$ cat config.mk
export PLATFORM = sky130hd
export DESIGN_NAME = shic_top
export DESIGN_NICKNAME = d
export VERILOG_FILES = /design/src/rtl/shic_pkg.sv /design/src/rtl/shic_sense.sv /design/src/rtl/shic_regs.sv /design/src/rtl/shic_route.sv /design/src/rtl/shic_top.sv
export SDC_FILE = /design/constraint.sdc
export NUM_CORES = 1
export LEC_CHECK = 0
export BUFFER_PORTS_ARGS = -buffer_cell sky130_fd_sc_hd__buf_2
export CORE_ASPECT_RATIO = 0.9
export CORE_MARGIN = 4
export CORE_UTILIZATION = 25
export DETAILED_ROUTE_END_ITERATION = 10
export GPL_TIMING_DRIVEN = 0
export PLACE_DENSITY = 0.46
export SLEW_MARGIN = 20
export SYNTH_ARGS = -nofsm -noshare
export SYNTH_HDL_FRONTEND = slang
export SYNTH_SLANG_ARGS = --single-unit
$ cat constraint.sdc
create_clock -name clk_i -period 3.05 [get_ports clk_i]
set_clock_uncertainty 0.1 [all_clocks]
set_input_delay 0.305 -clock clk_i [delete_from_list [all_inputs] [get_ports clk_i]]
set_output_delay 0.305 -clock clk_i [all_outputs]
set_load 0.02 [all_outputs]
$ cat src/rtl/shic_pkg.sv
package shic_pkg;

    localparam int unsigned ADDR_W = 10;
    localparam int unsigned DATA_W = 32;

    // single-word command and status registers
    localparam logic [ADDR_W-1:0] A_CFG   = 10'h000;
    localparam logic [ADDR_W-1:0] A_SMASK = 10'h001;
    localparam logic [ADDR_W-1:0] A_RMASK = 10'h002;
    localparam logic [ADDR_W-1:0] A_WEDGE = 10'h003;

    // packed per-source bit arrays, word w at base + w
    localparam logic [ADDR_W-1:0] A_POL  = 10'h010;
    localparam logic [ADDR_W-1:0] A_TRIG = 10'h020;
    localparam logic [ADDR_W-1:0] A_DUAL = 10'h030;
    localparam logic [ADDR_W-1:0] A_PEND = 10'h040;
    localparam logic [ADDR_W-1:0] A_MASK = 10'h050;

    // per-source word arrays, source s at base + s
    localparam logic [ADDR_W-1:0] A_PIN = 10'h100;
    localparam logic [ADDR_W-1:0] A_TGT = 10'h200;

    localparam int unsigned WEDGE_SET_BIT = 31;
    localparam int unsigned PIN_EN_BIT    = 31;

    // state of one source front end
    typedef struct packed {
        logic sync1;
        logic sync2;
        logic prev;
        logic pend;
    } sense_st_t;

endpackage

$ cat src/rtl/shic_sense.sv
module shic_sense
    import shic_pkg::*;
(
    input  logic clk_i,
    input  logic rst_ni,
    input  logic src_i,
    input  logic pol_i,
    input  logic edge_i,
    input  logic dual_i,
    input  logic wset_i,
    input  logic wclr_i,
    output logic pend_o
);

    sense_st_t st_d, st_q;
    logic      level_hit;
    logic      rise, fall, edge_hit;

    always_comb begin
        st_d       = st_q;
        st_d.sync1 = src_i;
        st_d.sync2 = st_q.sync1;
        st_d.prev  = st_q.sync2;

        level_hit = st_q.sync2 ^ pol_i;
        rise      = st_q.sync2 & ~st_q.prev;
        fall      = ~st_q.sync2 & st_q.prev;
        edge_hit  = dual_i ? (rise | fall) : (pol_i ? fall : rise);

        if (edge_i) begin
            // set over detection over clear
            st_d.pend = wset_i | edge_hit | (st_q.pend & ~wclr_i);
        end else begin
            st_d.pend = wset_i | level_hit;
        end
    end

    always_ff @(posedge clk_i or negedge rst_ni) begin
        if (!rst_ni) st_q <= '0;
        else         st_q <= st_d;
    end

    assign pend_o = st_q.pend;

endmodule

$ cat src/rtl/shic_regs.sv
module shic_regs
    import shic_pkg::*;
#(
    parameter int unsigned NUM_SRC = 16,
    parameter int unsigned NUM_TGT = 4,
    parameter int unsigned PIN_W   = 3
) (
    input  logic                              clk_i,
    input  logic                              rst_ni,
    input  logic                              wr_i,
    input  logic [ADDR_W-1:0]                 addr_i,
    input  logic [DATA_W-1:0]                 wdata_i,
    input  logic [NUM_SRC-1:0]                pend_i,
    output logic [DATA_W-1:0]                 rdata_o,
    output logic [NUM_SRC-1:0]                pol_o,
    output logic [NUM_SRC-1:0]                edge_o,
    output logic [NUM_SRC-1:0]                dual_o,
    output logic [NUM_SRC-1:0]                mask_o,
    output logic [NUM_SRC-1:0]                pin_en_o,
    output logic [NUM_SRC-1:0][PIN_W-1:0]     pin_o,
    output logic [NUM_SRC-1:0][NUM_TGT-1:0]   tgt_o,
    output logic [NUM_SRC-1:0]                wset_o,
    output logic [NUM_SRC-1:0]                wclr_o
);

    localparam logic [7:0] CNT_CODE = 8'(NUM_SRC / 8 - 1);

    typedef struct packed {
        logic [NUM_SRC-1:0]              pol;
        logic [NUM_SRC-1:0]              edg;
        logic [NUM_SRC-1:0]              dual;
        logic [NUM_SRC-1:0]              mask;
        logic [NUM_SRC-1:0]              pin_en;
        logic [NUM_SRC-1:0][PIN_W-1:0]   pin;
        logic [NUM_SRC-1:0][NUM_TGT-1:0] tgt;
    } cfg_t;

    cfg_t       cfg_d, cfg_q;
    logic [7:0] idx;
    logic       in_bits, in_pin, in_tgt;
    logic [3:0] region;
    logic [3:0] wsel;

    always_comb begin
        idx     = wdata_i[7:0];
        region  = addr_i[7:4];
        wsel    = addr_i[3:0];
        in_bits = (addr_i[9:8] == 2'b00);
        in_pin  = (addr_i[9:8] == A_PIN[9:8]);
        in_tgt  = (addr_i[9:8] == A_TGT[9:8]);
    end

    // next-state of the configuration, plus wedge strobes
    always_comb begin
        cfg_d  = cfg_q;
        wset_o = '0;
        wclr_o = '0;
        if (wr_i) begin
            for (int s = 0; s < NUM_SRC; s++) begin
                if (addr_i == A_SMASK && idx == 8'(s)) cfg_d.mask[s] = 1'b1;
                if (addr_i == A_RMASK && idx == 8'(s)) cfg_d.mask[s] = 1'b0;
                if (addr_i == A_WEDGE && idx == 8'(s)) begin
                    wset_o[s] = wdata_i[WEDGE_SET_BIT];
                    wclr_o[s] = ~wdata_i[WEDGE_SET_BIT];
                end
                if (in_bits && wsel == 4'(s / 32)) begin
                    if (region == A_POL[7:4])  cfg_d.pol[s]  = wdata_i[5'(s % 32)];
                    if (region == A_TRIG[7:4]) cfg_d.edg[s]  = wdata_i[5'(s % 32)];
                    if (region == A_DUAL[7:4]) cfg_d.dual[s] = wdata_i[5'(s % 32)];
                end
                if (in_pin && addr_i[7:0] == 8'(s)) begin
                    cfg_d.pin_en[s] = wdata_i[PIN_EN_BIT];
                    cfg_d.pin[s]    = wdata_i[PIN_W-1:0];
                end
                if (in_tgt && addr_i[7:0] == 8'(s)) begin
                    cfg_d.tgt[s] = wdata_i[NUM_TGT-1:0];
                end
            end
        end
    end

    always_ff @(posedge clk_i or negedge rst_ni) begin
        if (!rst_ni) cfg_q <= '0;
        else         cfg_q <= cfg_d;
    end

    // read path
    always_comb begin
        rdata_o = '0;
        if (addr_i == A_CFG) rdata_o[7:0] = CNT_CODE;
        for (int s = 0; s < NUM_SRC; s++) begin
            if (in_bits && wsel == 4'(s / 32)) begin
                if (region == A_POL[7:4])  rdata_o[5'(s % 32)] = cfg_q.pol[s];
                if (region == A_TRIG[7:4]) rdata_o[5'(s % 32)] = cfg_q.edg[s];
                if (region == A_DUAL[7:4]) rdata_o[5'(s % 32)] = cfg_q.dual[s];
                if (region == A_PEND[7:4]) rdata_o[5'(s % 32)] = pend_i[s];
                if (region == A_MASK[7:4]) rdata_o[5'(s % 32)] = cfg_q.mask[s];
            end
            if (in_pin && addr_i[7:0] == 8'(s)) begin
                rdata_o[PIN_EN_BIT]  = cfg_q.pin_en[s];
                rdata_o[PIN_W-1:0]   = cfg_q.pin[s];
            end
            if (in_tgt && addr_i[7:0] == 8'(s)) begin
                rdata_o[NUM_TGT-1:0] = cfg_q.tgt[s];
            end
        end
    end

    assign pol_o    = cfg_q.pol;
    assign edge_o   = cfg_q.edg;
    assign dual_o   = cfg_q.dual;
    assign mask_o   = cfg_q.mask;
    assign pin_en_o = cfg_q.pin_en;
    assign pin_o    = cfg_q.pin;
    assign tgt_o    = cfg_q.tgt;

endmodule

$ cat src/rtl/shic_route.sv
module shic_route #(
    parameter int unsigned NUM_SRC = 16,
    parameter int unsigned NUM_TGT = 4,
    parameter int unsigned PIN_W   = 3
) (
    input  logic [NUM_SRC-1:0]                  pend_i,
    input  logic [NUM_SRC-1:0]                  mask_i,
    input  logic [NUM_SRC-1:0]                  pin_en_i,
    input  logic [NUM_SRC-1:0][PIN_W-1:0]       pin_i,
    input  logic [NUM_SRC-1:0][NUM_TGT-1:0]     tgt_i,
    output logic [NUM_TGT-1:0]                  irq_o,
    output logic [NUM_TGT*(1<<PIN_W)-1:0]       pin_req_o
);

    localparam int unsigned NUM_PIN = 1 << PIN_W;

    logic [NUM_SRC-1:0]               live;
    logic [NUM_TGT-1:0][NUM_SRC-1:0]  to_tgt;
    logic [NUM_PIN-1:0][NUM_SRC-1:0]  on_pin;

    assign live = pend_i & mask_i & pin_en_i;

    for (genvar s = 0; s < NUM_SRC; s++) begin : g_src
        for (genvar t = 0; t < NUM_TGT; t++) begin : g_tcol
            assign to_tgt[t][s] = live[s] & tgt_i[s][t];
        end
        for (genvar p = 0; p < NUM_PIN; p++) begin : g_pcol
            assign on_pin[p][s] = (pin_i[s] == PIN_W'(p));
        end
    end

    for (genvar t = 0; t < NUM_TGT; t++) begin : g_tgt
        assign irq_o[t] = |to_tgt[t];
        for (genvar p = 0; p < NUM_PIN; p++) begin : g_pin
            assign pin_req_o[t*NUM_PIN + p] = |(to_tgt[t] & on_pin[p]);
        end
    end

endmodule

$ cat src/rtl/shic_top.sv
module shic_top
    import shic_pkg::*;
#(
    parameter int unsigned NUM_SRC = 16,
    parameter int unsigned NUM_TGT = 4,
    parameter int unsigned PIN_W   = 3
) (
    input  logic                              clk_i,
    input  logic                              rst_ni,
    input  logic [NUM_SRC-1:0]                src_i,
    input  logic                              wr_i,
    input  logic [ADDR_W-1:0]                 addr_i,
    input  logic [DATA_W-1:0]                 wdata_i,
    output logic [DATA_W-1:0]                 rdata_o,
    output logic [NUM_TGT-1:0]                irq_o,
    output logic [NUM_TGT*(1<<PIN_W)-1:0]     pin_req_o
);

    logic [NUM_SRC-1:0]              pend_w, pol_w, edge_w, dual_w, mask_w, pin_en_w;
    logic [NUM_SRC-1:0]              wset_w, wclr_w;
    logic [NUM_SRC-1:0][PIN_W-1:0]   pin_w;
    logic [NUM_SRC-1:0][NUM_TGT-1:0] tgt_w;

    shic_regs #(
        .NUM_SRC (NUM_SRC),
        .NUM_TGT (NUM_TGT),
        .PIN_W   (PIN_W)
    ) u_regs (
        .clk_i    (clk_i),
        .rst_ni   (rst_ni),
        .wr_i     (wr_i),
        .addr_i   (addr_i),
        .wdata_i  (wdata_i),
        .pend_i   (pend_w),
        .rdata_o  (rdata_o),
        .pol_o    (pol_w),
        .edge_o   (edge_w),
        .dual_o   (dual_w),
        .mask_o   (mask_w),
        .pin_en_o (pin_en_w),
        .pin_o    (pin_w),
        .tgt_o    (tgt_w),
        .wset_o   (wset_w),
        .wclr_o   (wclr_w)
    );

    for (genvar s = 0; s < NUM_SRC; s++) begin : g_sense
        shic_sense u_sense (
            .clk_i  (clk_i),
            .rst_ni (rst_ni),
            .src_i  (src_i[s]),
            .pol_i  (pol_w[s]),
            .edge_i (edge_w[s]),
            .dual_i (dual_w[s]),
            .wset_i (wset_w[s]),
            .wclr_i (wclr_w[s]),
            .pend_o (pend_w[s])
        );
    end

    shic_route #(
        .NUM_SRC (NUM_SRC),
        .NUM_TGT (NUM_TGT),
        .PIN_W   (PIN_W)
    ) u_route (
        .pend_i    (pend_w),
        .mask_i    (mask_w),
        .pin_en_i  (pin_en_w),
        .pin_i     (pin_w),
        .tgt_i     (tgt_w),
        .irq_o     (irq_o),
        .pin_req_o (pin_req_o)
    );

endmodule

Word-level counts from Yosys, hierarchy flattened
Cells that the tools add are included.

cells by class
  bitwise gates (word level) = 275
  muxes and demuxes = 259
  reduce and logical (&&, ||, !) cells = 205
  equality and inequality tests = 152

operator list
  kind                   count
  $reduce_or A16 Y1      36
  $and A16 B16 Y16       34
  $mux W1                225
  $eq A3 B3 Y1 const B   64
  $eq A8 B4 Y1 const B   16
  $and A1 B1 Y1          112
  $eq A3 B2 Y1 const B   32
  $reduce_and A2 Y1      48
  $logic_and A1 B1 Y1    81
  $eq A8 B3 Y1 const B   8
  $mux W4                16
  $or A1 B1 Y1           64
  $not A1 Y1             49
  $eq A3 B1 Y1 const B   16
  $logic_not A3 Y1       16
  $mux W3                16
  $eq A8 B2 Y1 const B   4
  $mux W16               2
  $reduce_bool A2 Y1     16
  $eq A10 B2 Y1 const B  2
  $eq A8 B1 Y1 const B   2
  $logic_not A8 Y1       2
  $xor A1 B1 Y1          16
  $eq A10 B1 Y1 const B  1
  other kinds (9)        13

word-level totals
  logic and storage cells = 1022
  output and inout bits = 68
  bits of input ports = 61
  flip-flop bits (word level) = 256

Depth between registers and ports, before layout
  depth after elaboration = 57
  depth in mapped cells = 11
  depth with buffers taken out = 7

Modules after synthesis
Synthesis repeated with hierarchy kept, for this count alone.

unflattened totals
  cell total of the unflattened synthesis = 1850
  area total of the unflattened synthesis = 17222.8 µm²

modules (own cells, without submodules)
  module      cells each  seq. area each (µm²)  area an instance (µm²)  instances
  shic_regs   982         4804.6                10268.6                 1
  shic_route  628         0.0                   3951.3                  1
  shic_sense  15          100.1                 187.7                   16

Least setup slack after synthesis
Ideal clock, no wire load.

  kind = input to output
  from = input addr_i[7]
  to = output rdata_o[1]
  stages on the path = 9
  setup slack = 0.260 ns
  data required time = 2.645 ns
  data arrival time = 2.385 ns
  buffers on the path = 3
  cell sequence = or4_1 buf_2 buf_6 buf_6 or3_4 o32ai_1 a211oi_1 a211oi_1 o221ai_1

between the ends
  cells in the longest elaborated chain, start to end = 40
  elaborated cells on any way between the ends = 91
  classes of those cells = 20 x eq/ne; 38 x mux; 33 x reduce/logical

RTL lines
  element              line                               RTL
  from (decl)          shic_top.sv:12                     input logic [ADDR_W-1:0] addr_i,
  $logic_not A8 Y1     shic_regs.sv:99, shic_regs.sv:103
  $logic_and A1 B1 Y1  shic_regs.sv:99                    if (in_pin && addr_i[7:0] == 8'(s)) begin
  $mux W3              shic_regs.sv:99
  $mux W4              shic_regs.sv:103                   if (in_tgt && addr_i[7:0] == 8'(s)) begin
  $mux W1              shic_regs.sv:93                    if (region == A_POL[7:4]) rdata_o[5'(s % 32)] = cfg_q.pol[s];
  $mux W1              shic_regs.sv:94                    if (region == A_TRIG[7:4]) rdata_o[5'(s % 32)] = cfg_q.edg[s];
  $mux W1              shic_regs.sv:95                    if (region == A_DUAL[7:4]) rdata_o[5'(s % 32)] = cfg_q.dual[s];
  $mux W1              shic_regs.sv:96                    if (region == A_PEND[7:4]) rdata_o[5'(s % 32)] = pend_i[s];
  (+24 left out)       n/a
  $mux W3              shic_regs.sv:99
  $mux W4              shic_regs.sv:103
  $mux W3              shic_regs.sv:99
  $mux W4              shic_regs.sv:103
  $mux W3              shic_regs.sv:99
  $mux W4              shic_regs.sv:103
  $mux W3              shic_regs.sv:99
  $mux W4 *            shic_regs.sv:103
  to (decl)            shic_top.sv:14                     output logic [DATA_W-1:0] rdata_o,

Mark *: on every way between the ends. The rest lies on a longest branch, timed or not.

Worst setup path in the final report
  from = register u_regs.cfg_q, in the netlist u_regs.pin_o[4]
  to = output rdata_o[1]

between the ends
  cells in the longest elaborated chain, start to end = 30

RTL lines
  element                 line              RTL
  from (decl)             shic_regs.sv:38   cfg_t cfg_d, cfg_q;
  from (signal assigned)  shic_regs.sv:84   else cfg_q <= cfg_d;
  $mux W3                 shic_regs.sv:99
  $mux W4                 shic_regs.sv:103
  $mux W3                 shic_regs.sv:99
  $mux W4                 shic_regs.sv:103
  $mux W3                 shic_regs.sv:99
  $mux W4                 shic_regs.sv:103
  $mux W3                 shic_regs.sv:99
  $mux W4                 shic_regs.sv:103
  (+14 left out)          n/a
  $mux W3                 shic_regs.sv:99
  $mux W4                 shic_regs.sv:103
  $mux W3                 shic_regs.sv:99
  $mux W4                 shic_regs.sv:103
  $mux W3                 shic_regs.sv:99
  $mux W4                 shic_regs.sv:103
  $mux W3                 shic_regs.sv:99
  $mux W4                 shic_regs.sv:103

No other way between the ends.

==> impl_results.md <==
* Die Span Y at 255.3 microns
* EDFF count, synth at 0
* Worst hold stages at 4
* Worst skew pair latency at 0.57 ns
* Flop pwr share at between 40% and 50%
* Vias per inst at 6.281
* Max Slew Vio Count at 0
* Synth-to-Final Area Change at 24.74%
* Pint at ~6.1 mW
* Vias in the first global route at 18,000
* Final setup margin at -0.3247 ns
* Placed cell area at ~19,000 sq um
* Num CTS Buffers at 30
* Fin area at 21,190 sq um
* CTS root buf: clkbuf_16
* Hold Path End: u_regs.mask_o[5]
* Register area share after synthesis at around 38%
* Stages on the worst setup path at 7
* # setup viols final at 10
* Chip width at between 200 and 300 microns
* # clock sinks at 256
* Synth top area share at around 38%
* Ys Warns at 0
* Reg2Reg Launch Point: g_sense[2].u_sense.st_d[1]
* 1st-iter DRT viols at 2,784
* Failing checks: setup timing
* Maximum clock path buffer count at 3
* Placed Instances at 2,898
* Worst flop-to-flop path endpoint: g_sense[2].u_sense.pend_o
* Final WL at 97.82 mm
* Combinational share of power at 9.2%
* Total GRT Usage at a little over a quarter
* Sw Share at 25.77%
* CP Data Arrival Time at 2.97 ns
* Worst-path cell chain: nand2_1 -> o22ai_1 -> o311ai_0 -> nand2_1 -> a211oi_4 -> o221ai_4 -> buf_6
* CP delay by family, top: compound AO/OA/AOI/OAI gates
* R2R depth at 6
* Pleak at 9.017 nW
* Layout Nets at approximately 2,200
* Commonest non-fill, non-tap cell in the layout: o22ai_1
* CP max stage delay at 0.69 ns
* Mapped Cells at 1,916
* Worst Setup Start Kind: flip-flop
* Peak supply drop at a little over 0.0004 V
* Largest net degree at the start of global routing at 98
* Pwr dens at ~390 nW/um^2
* Fillers at roughly 6,900
* Clock-pin slew on the worst setup and hold paths at 0.06 ns
* Synth area leaders: dfrtp_1 (38%), mux2_2 (13%), o22ai_1 (9.6%)
* Syn Std Cell Area at 16,990 sq um
* Flop2flop setup slack at ~1.4 ns
* I/O pins at 129
* CP max stage cell: dfrtp_1
* Setup TNS at -0.9801 ns
* Hold Startpoint: wr_i
* Leading cell types in the layout, fill and taps excluded: o22ai_1 (260), dfrtp_1 (241), nor2_1 (207)
* Min-delay worst type: in2reg
* Max Cap Viol at 0
* Synth Flop Type: dfrtp_1
* Mean cell area of the mapped netlist at 8.867 sq um
* Worst Max-Slew Pin Slew at 0.9215 ns
* Vias at ~19,000
* Post-synthesis register bit count at between 200 and 300
* Initial Utilization at 25.27%
* Layout cells sized above 1 at 28.96%
* Core Rows at 90
* Worst Path Required at 2.64 ns
* H-tree depth at 1
* Fin crit share at 110.6%
* Initial antenna violation count at 7
* Non-filler instance count after layout at 2,986
* P_sw at 2.120 mW
* Grt total ovfl at 0
* RSZ-0062 raised after global routing: yes
* Async set-reset flop share out of synthesis at 100.0%
* Fin. Hold Viols at 0
* Run status: complete, but fails checks
* First-pass iteration count of the detailed router at 7
* First-pass GRT wire length at around 140 mm
* Antenna viol nets, final at 0
* Cell variety after synth at 80
* Core Region at 67,230 sq um
* Drt drc at 0
* Max Freq at 296.3 MHz
* Buffers on Ports at 92
* Drt wl/cell at 32.76 microns
* Placer Congestion at 1.010
* Slew margin rel. at 38.57%
* Clock power frac at around 47%
* Final min period at 3.375 ns
* CTS tree: yes
* Max Fanout on Critical Path at 10
* Critical path buffers and inverters at 1
* Cell mode on critical path: nand2_1
* Area leader, netlist: dfrtp_1
* Post-DP HPWL at ~68 mm
* Worst hold margin at 0.1860 ns
* Die ar. at 72,200 sq um
* Crit Path Class: reg2out
* Critical Path Sink Type: output pin
synth_stat cells, drive strengths merged, types with 32 or more instances:
cell type / count
o22ai: 261
dfrtp: 256
nor2: 212
mux2: 193
nand2: 157
clkbuf: 113
a21oi: 82
nand3: 55
nand4: 54
nand3b: 47
o21ai: 43
buf: 39
inv: 38
ha: 32
stage by stage:
| step | setup slack (ns) | util [%] | total power, mW |
|---|---|---|---|
| after floorplan | 0.2598 | - | 3.937 |
| after global placement | -3.352 | 27.66 | 4.265 |
| after detailed placement | -1.218 | 27.79 | 4.282 |
| after CTS | -0.2515 | 30.70 | 8.261 |
| after global routing | -0.2842 | 31.52 | 8.506 |
| final | -0.3247 | 31.53 | 8.228 |
routing by layer:
metal / vias to the layer above / global-route usage [%] / wire (microns)
met5: - / 0 / 72
met4: 6 / 10.31 / 4886
met3: 333 / 8.381 / 11820
met2: 1389 / 36.60 / 39440
met1: 9436 / 36.82 / 41600
li1: 7590 / - / -
worst max-delay path by stage:
stage	end	from
floorplan	rdata_o[1]	addr_i[7]
global placement	g_sense[13].u_sense.st_d[2]	rst_ni
detailed placement	rdata_o[2]	addr_i[0]
CTS	rdata_o[2]	addr_i[1]
global route	rdata_o[1]	addr_i[7]
finish	rdata_o[1]	u_regs.pin_o[4]
tightest hold or removal path: cells and delay by family:
kind                   cells  cell delay (ns)
and+or+nand+nor            2             0.24
AOI/OAI and AO/OA          1             0.15
buffers and inverters      1             0.11
final cells by class:
class,instances,area (sq um),area share (%)
Antenna cell,2,5.005,0.02361
Buffer,115,643.1,3.034
Clock buffer,36,804.5,3.796
Clock inverter,16,241.5,1.139
Inverter,39,147.6,0.6966
Multi-Input combinational cell,1483,10600,50.02
Sequential cell,256,6430,30.34
Tap cell,874,1094,5.160
Timing Repair Buffer,165,1227,5.791
power groups by stage:
stage / Clock [mW] / Combinational, mW / Sequential (mW)
floorplan: 0 / 0.360 / 3.58
global placement: 0 / 0.661 / 3.60
detailed placement: 0 / 0.678 / 3.60
CTS: 3.97 / 0.732 / 3.56
global route: 4.11 / 0.813 / 3.58
finish: 3.89 / 0.754 / 3.58
flip-flops by register name (all words and copies together), names as in the netlist:
| name | flops |
|---|---|
| g_sense.u_sense.pend_o | 16 |
| g_sense.u_sense.st_d | 32 |
| g_sense.u_sense.st_q | 16 |
| u_regs.dual_o | 16 |
| u_regs.edge_o | 16 |
| u_regs.mask_o | 16 |
| u_regs.pin_en_o | 16 |
| u_regs.pin_o | 48 |
| u_regs.pol_o | 16 |
| u_regs.tgt_o | 64 |
kinds of logic (layout without fill, tap and decap cells):
group                    after synthesis  after routing  synth area share, %
flip-flops                           256            256                37.71
XOR/XNOR                              16             16               0.8248
adder cells (fa/ha/maj)               32             32                2.357
AND/OR/NAND/NOR                      679            679                20.18
buffers and inverters                191            371                4.765
AO/OA/AOI/OAI                        538            538                20.62
multiplexers                         203            203                13.53
other                                  1             17              0.02207
repair_timing:
item / CTS / global route
endpoints found under the hold margin: 124 / 0
setup endpoints to repair: 52 / 49
gates resized for setup: 142 / 146
buffers inserted: 18 / 22
pin swaps: 24 / 29
gates cloned: 2 / 0
hold buffers: 29 / 0
Power figures use the tool's default switching activity.
